File: src/rtl/flatrom_pkg.sv
package flatrom_pkg;
    localparam int CPU_AW  = 16;
    localparam int SLICE_W = 4;

    typedef struct packed {
        logic              sel;
        logic [CPU_AW-1:0] addr;
    } flatrom_out_t;
endpackage

File: src/rtl/flatrom_cmp_slice.sv
module flatrom_cmp_slice #(
    parameter int SW = 4
) (
    input  logic [SW-1:0] a,
    input  logic [SW-1:0] b,
    input  logic          gt_in,
    input  logic          eq_in,
    output logic          gt_out,
    output logic          eq_out
);
    always_comb begin
        gt_out = gt_in | (eq_in & (a > b));
        eq_out = eq_in & (a == b);
    end
endmodule

File: src/rtl/flatrom_threshold.sv
module flatrom_threshold #(
    parameter int          AW     = 16,
    parameter int          SW     = 4,
    parameter logic [15:0] THRESH = 16'h4800
) (
    input  logic [AW-1:0] addr,
    output logic          at_or_above
);
    localparam int NSL = AW / SW;
    localparam logic [AW-1:0] TH = AW'(THRESH);

    logic [NSL:0] gt_c;
    logic [NSL:0] eq_c;

    assign gt_c[NSL] = 1'b0;
    assign eq_c[NSL] = 1'b1;

    for (genvar i = NSL - 1; i >= 0; i--) begin : g_slice
        flatrom_cmp_slice #(.SW(SW)) u_slice (
            .a      (addr[i*SW +: SW]),
            .b      (TH[i*SW +: SW]),
            .gt_in  (gt_c[i+1]),
            .eq_in  (eq_c[i+1]),
            .gt_out (gt_c[i]),
            .eq_out (eq_c[i])
        );
    end

    assign at_or_above = gt_c[0] | eq_c[0];
endmodule

File: src/rtl/flatrom_addr_map.sv
module flatrom_addr_map #(
    parameter int AW = 16
) (
    input  logic [AW-1:0] cpu_addr,
    output logic [AW-1:0] rom_addr
);
    always_comb begin
        rom_addr         = cpu_addr;
        rom_addr[AW-1]   = ~cpu_addr[AW-1];
    end
endmodule

File: src/rtl/flatrom_decoder.sv
module flatrom_decoder
    import flatrom_pkg::*;
#(
    parameter bit          REGISTERED = 1'b1,
    parameter logic [15:0] EXTRA_BASE = 16'h4800
) (
    input  logic              clk,
    input  logic              rst_n,
    input  logic [CPU_AW-1:0] cpu_addr,
    input  logic              cpu_rw,
    input  logic              phi2,
    output logic              rom_sel,
    output logic [CPU_AW-1:0] rom_addr
);
    logic              in_window;
    logic [CPU_AW-1:0] mapped;
    flatrom_out_t      out_d;

    flatrom_threshold #(
        .AW     (CPU_AW),
        .SW     (SLICE_W),
        .THRESH (EXTRA_BASE)
    ) u_thresh (
        .addr        (cpu_addr),
        .at_or_above (in_window)
    );

    flatrom_addr_map #(.AW(CPU_AW)) u_map (
        .cpu_addr (cpu_addr),
        .rom_addr (mapped)
    );

    always_comb begin
        out_d      = '0;
        out_d.sel  = in_window & cpu_rw & phi2;
        out_d.addr = mapped;
    end

    if (REGISTERED) begin : g_reg
        flatrom_out_t out_q;
        always_ff @(posedge clk or negedge rst_n) begin
            if (!rst_n) out_q <= '0;
            else        out_q <= out_d;
        end
        assign rom_sel  = out_q.sel;
        assign rom_addr = out_q.addr;
    end else begin : g_comb
        assign rom_sel  = out_d.sel;
        assign rom_addr = out_d.addr;
    end
endmodule

File: config.mk
export PLATFORM = sky130hd
export DESIGN_NAME = flatrom_decoder
export DESIGN_NICKNAME = d
export VERILOG_FILES = /design/src/rtl/flatrom_pkg.sv /design/src/rtl/flatrom_cmp_slice.sv /design/src/rtl/flatrom_threshold.sv /design/src/rtl/flatrom_addr_map.sv /design/src/rtl/flatrom_decoder.sv
export SDC_FILE = /design/constraint.sdc
export NUM_CORES = 1
export LEC_CHECK = 0
export ABC_AREA = 1
export BUFFER_PORTS_ARGS = -buffer_cell sky130_fd_sc_hd__buf_2
export CORE_ASPECT_RATIO = 1.5
export CORE_MARGIN = 2
export CORE_UTILIZATION = 49
export DETAILED_ROUTE_END_ITERATION = 16
export PLACE_DENSITY = 0.78
export SLEW_MARGIN = 10
export SYNTH_ARGS = -nofsm -noshare
export SYNTH_HDL_FRONTEND = slang
export SYNTH_HIERARCHICAL = 1
export SYNTH_SLANG_ARGS = --single-unit
File: constraint.sdc
create_clock -name clk -period 0.8 [get_ports clk]
set_input_delay 0.12 -clock clk [delete_from_list [all_inputs] [get_ports clk]]
set_output_delay 0.12 -clock clk [all_outputs]
set_load 0.02 [all_outputs]
==> flow_metrics.env, run 1 <==
export IMPL_postLayoutCellArea_um2=1630
export IMPL_fin_crit_sh_pct=161
export IMPL_layout_setup_ws_ns=-0.486
export IMPL_cts_tree="built"
export IMPL_clock_fmax_mhz=778
export IMPL_grt_pass1_wl_um=3780
export IMPL_hold_viol_final=0
export IMPL_grt_max_degree=18
export IMPL_synth_seq_area_share_pct=38.7
export IMPL_synth_top_area_share_pct=38.7
export IMPL_placed_cell_area_um2=1320
export IMPL_nNetsFinal=238
export IMPL_grt_ovfl_total=0
export IMPL_wl_per_cell_um=10.3
export IMPL_dp_hpwl_um=1670
export IMPL_grt_usage_pct=19.3
export IMPL_violations="negative setup slack"
export IMPL_power_density_nw_per_um2=1240
export IMPL_dr_first_iter_drc_count=14
export IMPL_synthAdderAreaFrac_pct=18.2
export IMPL_min_path_type="in2reg"
export IMPL_cts_setup_buffers=0
export IMPL_place_gp_congestion=0.746
export IMPL_synth_top_family_by_area="buffers and inverters"
export IMPL_grt_pass1_vias=985
export IMPL_grt_use_met2_pct=40.5
export IMPL_clockBufferDepth=2
export IMPL_crit_path_top_delay_cell="ha_4"
export IMPL_synth_area_leaders="dfrtp_1 (39%), ha_1 (18%), inv_1 (14%)"
export IMPL_worstSetupEndpointType="flop"
export IMPL_synth_most_common_cell="inv_1"
export IMPL_crit_chain="buf_8 -> ha_4 -> nand2_4 -> nor3_2 -> inv_1 -> nor3_2 -> inv_1 -> nor3_2 -> inv_1 -> nor2_1 -> nand2_1 -> nand2_1 -> inv_1 -> nand2_1 -> nand2_1 -> nor2_2"
export IMPL_outcome="finished, violations left"
export IMPL_cts_made_buffers=3
export IMPL_initial_utilization_pct=50.4
export IMPL_max_cap_violations=0
export IMPL_cts_root_buf="clkbuf_4"
export IMPL_yosysTopAreaCell="dfrtp_1"
export IMPL_drtAntennaViolNets=0
export IMPL_synthCells=141
export IMPL_max_stage_delay_ns=0.27
export IMPL_yosys_area_share_simple_pct=16.7
export IMPL_layout_min_cycle_time_ns=1.29
export IMPL_place_ws_ns=-0.869
export IMPL_crit_type="in2reg"
export IMPL_portBuffers=36
export IMPL_drive_gt1_share_pct=26.4
export IMPL_cts_htree_levels=1
export IMPL_grt_use_met3_pct=2.60
export IMPL_rsz0062_at_grt="true"
export IMPL_post_route_drc_count=0
export IMPL_avgSynthCellArea_um2=7.80
export IMPL_vias=954
export IMPL_synth_common_cells="inv_1 (40), nand2_1 (34), dfrtp_1 (17)"
export IMPL_first_pass_iters=4
export IMPL_crit_fanout=2
export IMPL_die_area_um2=2650
export IMPL_drv_slew=0
export IMPL_die_y_um=62.0
export IMPL_ys_seq_elements=17
export IMPL_grt_antenna_before_repair=0
export IMPL_coreArea_um2=2180
export IMPL_synthXorXnorAreaFrac_pct=0
export IMPL_num_antenna_cells=0
export IMPL_grt_use_met1_pct=17.3
export IMPL_crit_required_ns=1.05
export IMPL_async_flop_share_pct=100
export IMPL_setup_viol=18
export IMPL_leakage_nw=0.919
export IMPL_routed_wl_um=2320
export IMPL_die_w_um=42.7
export IMPL_ys_types=10
export IMPL_fp_row_count=21
export IMPL_io_pins=37
export IMPL_cts_sinks=17
export IMPL_crit_arrival_ns=1.54
export IMPL_grt_busiest_layer="met2"
export IMPL_synthMuxAreaShare_pct=0
export IMPL_area_growth_pct=48.0
export IMPL_ir_drop_v=0.000966
export IMPL_synth_edf_count=0
export IMPL_synth_compound_area_share_pct=1.82
export IMPL_ys_warn_count=6
export IMPL_clk_pin_slew_ns=0.12
export IMPL_synth_ff_type="dfrtp_1"
export IMPL_vias_per_cell=4.26
export IMPL_worst_setup_path_start_kind="input port"
export IMPL_syn_cell_area_um2=1100
## layout by cell type (no fill, tap or decap), drive strengths merged
cell type    synthesis  final
buf                 15     41
inv                 40     40
nand2               34     34
conb                 2     18
dfrtp               17     17
ha                  16     16
dlygate4sd3          0     14
nor2                 9      9
a21oi                4      4
nor3                 4      4
clkbuf               0      3
clkinv               0      1
## worst paths after layout
check | start | end | slack [ns] | depth (start not counted)
max | cpu_addr[15] | rom_sel$_DFF_PN0_ | -0.49 | 16
min | cpu_addr[12] | rom_addr[12]$_DFF_PN0_ | 0.02 | 2
max in group asynchronous | rst_n | rom_addr[2]$_DFF_PN0_ | 0.25 | 2
min in group asynchronous | rst_n | rom_addr[13]$_DFF_PN0_ | 0.25 | 2
## layout make-up
type                    instances  area (µm²)
repair buffers                 55         474
clock inverters                 1        5.00
well taps                      23        28.8
fillers                       165         553
inverters                      40         150
multi-input cells              85         522
flip-flops and latches         17         425
clock buffers                   3        22.5
## timing repair
action | in CTS | in global routing
endpoints found under the hold margin | 30 | 0
pin swaps | 0 | 2
endpoints found under the setup margin | 18 | 18
hold buffers | 14 | 0
gates resized for setup | 39 | 2
## flip-flops by register name, summed over array words and instances (netlist names)
register  cells
rom_addr     16
rom_sel       1
## kinds of logic after synthesis
group	after synthesis
DFF	17
buffers and inverters	55
AOI/OAI and AO/OA	4
adders and majority gates	16
other	2
and+or+nand+nor	47
## stage by stage
stage	util, %	instances	power (mW)	hold WS [ns]	TNS (ns)
3_5_place_dp	60.5	206	1.40	0.0623	-0.869
5_1_grt	74.6	224	2.13	0.0165	-3.44
6_report	74.6	224	2.02	0.0164	-2.86
2_1_floorplan	-	157	1.26	-0.176	-0.614
4_1_cts	74.2	224	2.00	0.0196	-2.90
3_3_place_gp	60.5	206	1.38	0.0478	-0.806
## layer usage
layer,wire length (µm),vias up
met5,0,-
met4,53,0
met3,65,6
met2,1390,28
met1,806,428
li1,-,492
## power by group
| group | switching [mW] | total [mW] | internal (mW) |
|---|---|---|---|
| sequential | 0.0208 | 0.923 | 0.902 |
| combinational | 0.308 | 0.609 | 0.302 |
| clock | 0.296 | 0.483 | 0.186 |
| total | 0.625 | 2.02 | 1.39 |
## critical path, delay by kind of cell
| family | cells | cell delay (ns) |
|---|---|---|
| and+or+nand+nor | 10 | 0.80 |
| buffers and inverters | 5 | 0.36 |
| adders and majority gates | 1 | 0.27 |
(Power assumes the default switching activity.)
==> run 2, diff against run 1 <==
--- a/config.mk
+++ b/config.mk
@@ -12,7 +12,7 @@
 export CORE_UTILIZATION = 49
 export DETAILED_ROUTE_END_ITERATION = 16
 export PLACE_DENSITY = 0.78
-export SLEW_MARGIN = 10
+export SETUP_SLACK_MARGIN = 0.5
 export SYNTH_ARGS = -nofsm -noshare
 export SYNTH_HDL_FRONTEND = slang
 export SYNTH_HIERARCHICAL = 1
==> flow_metrics.env, run 2 (synthesis gave the netlist of run 1 again) <==
export IMPL_portBuffers=36
export IMPL_dr_first_iter_drc_count=4
export IMPL_dp_hpwl_um=1550
export IMPL_place_gp_congestion=0.717
export IMPL_die_y_um=62.0
export IMPL_first_pass_iters=4
export IMPL_outcome="finished, violations left"
export IMPL_postLayoutCellArea_um2=1490
export IMPL_crit_start="cpu_addr[15]"
export IMPL_cts_htree_levels=1
export IMPL_pwr_share_seq_pct=48.4
export IMPL_crit_end="rom_sel$_DFF_PN0_"
export IMPL_p_int_mw=1.35
export IMPL_p_clk_share_pct=22.6
export IMPL_cts_made_buffers=3
export IMPL_violations="negative hold slack, negative setup slack"
export IMPL_power_mw=1.90
export IMPL_grt_antenna_before_repair=0
export IMPL_power_density_nw_per_um2=1270
export IMPL_io_pins=37
export IMPL_cts_root_buf="clkbuf_4"
export IMPL_nNetsFinal=225
export IMPL_fin_util_pct=68.5
export IMPL_area_growth_pct=35.8
export IMPL_hold_viol_final=30
export IMPL_grt_pass1_vias=817
export IMPL_num_antenna_cells=0
export IMPL_crit_fanout=2
export IMPL_initial_utilization_pct=50.4
export IMPL_wl_per_cell_um=9.04
export IMPL_layout_min_cycle_time_ns=1.33
export IMPL_largest_reg_flops=16
export IMPL_drtAntennaViolNets=0
export IMPL_layout_setup_ws_ns=-0.527
export IMPL_drv_slew=0
export IMPL_setup_viol=18
export IMPL_p_sw_share_pct=29.0
export IMPL_worst_setup_path_start_kind="input port"
export IMPL_fp_row_count=21
export IMPL_grt_ovfl_total=0
export IMPL_die_area_um2=2650
export IMPL_worstSetupEndpointType="flop"
export IMPL_hold_ws_ns=-0.263
export IMPL_drive_gt1_share_pct=28.2
export IMPL_final_cell_mix="inv_1 (40), nand2_1 (32), buf_2 (18), conb_1 (18)"
export IMPL_clk_pin_slew_ns=0.09
export IMPL_crit_required_ns=1.02
export IMPL_layout_commonest_cell="inv_1"
export IMPL_clock_fmax_mhz=754
export IMPL_rsz0062_at_grt="true"
export IMPL_clockBufferDepth=2
export IMPL_leakage_nw=0.864
export IMPL_grt_usage_pct=15.4
export IMPL_crit_type="in2reg"
export IMPL_cts_sinks=17
export IMPL_routed_wl_um=1910
export IMPL_cts_tree="built"
export IMPL_grt_pass1_wl_um=3010
export IMPL_post_route_drc_count=0
export IMPL_vias=889
export IMPL_coreArea_um2=2180
export IMPL_placed_cell_area_um2=1320
export IMPL_ir_drop_v=0.000593
export IMPL_crit_arrival_ns=1.54
export IMPL_die_w_um=42.7
export IMPL_fin_crit_sh_pct=166
export IMPL_max_cap_violations=0
export IMPL_power_switching_mw=0.552
export IMPL_pwr_share_comb_pct=28.9
export IMPL_vias_per_cell=4.21
export IMPL_min_path_type="in2async"
export IMPL_grt_max_degree=18
run 2: area by class of cell:
class                           count  area [µm²]
Fill cell                         182         687
Multi-Input combinational cell     85         522
Sequential cell                    17         425
Timing Repair Buffer               42         342
Inverter                           40         150
Tap cell                           23        28.8
Clock buffer                        4        26.3
run 2: worst min path at each step:
stage	start	end	slack (ns)
floorplan	rst_n	rom_addr[0]$_DFF_PN0_	-0.18
global placement	rst_n	rom_addr[9]$_DFF_PN0_	0.05
detailed placement	rst_n	rom_addr[9]$_DFF_PN0_	0.06
CTS	rst_n	rom_addr[9]$_DFF_PN0_	-0.26
global route	rst_n	rom_addr[9]$_DFF_PN0_	-0.25
finish	rst_n	rom_addr[9]$_DFF_PN0_	-0.26
run 2: power by group through the flow:
stage                     logic, mW  clock network (mW)  registers, mW
after floorplan               0.299                   0          0.989
after global placement        0.451                   0          0.927
after detailed placement      0.470                   0          0.928
after CTS                     0.543               0.459          0.922
after global routing          0.623               0.492          0.925
final                         0.551               0.431          0.922
run 2: what timing repair did:
action | CTS | global route
endpoints found under the setup margin | 18 | 18
buffers inserted | 1 | 0
endpoints found under the hold margin | 30 | 30
gates resized for setup | 39 | 2
pin swaps | 0 | 0
run 2: through the flow:
stage / hold slack, ns / cells / setup WS, ns / setup TNS (ns)
finish: -0.263 / 211 / -0.527 / -2.32
CTS: -0.257 / 211 / -0.527 / -2.56
detailed placement: 0.0553 / 206 / -0.898 / -0.898
floorplan: -0.176 / 157 / -0.614 / -0.614
global placement: 0.0488 / 206 / -0.793 / -0.793
global route: -0.254 / 211 / -0.629 / -3.10
run 2: critical path, cell delays in order:
cell and delay [ns]:
buf_8 0.10, ha_4 0.27, nand2_4 0.04, nor3_2 0.16
inv_1 0.08, nor3_2 0.10, inv_1 0.08, nor3_2 0.10
inv_1 0.07, nor2_1 0.08, nand2_1 0.05, nand2_1 0.06
inv_1 0.04, nand2_1 0.06, nand2_1 0.05, nor2_2 0.07
run 2: layer usage:
layer / up-vias / global-route usage (%) / wire [µm] / share of wire, %
met5: - / 0 / 0 / 0
met4: 0 / 9.38 / 27 / 1.4
met3: 2 / 1.73 / 75 / 3.9
met2: 24 / 31.8 / 1130 / 59
met1: 397 / 13.9 / 674 / 35
li1: 466 / - / - / -
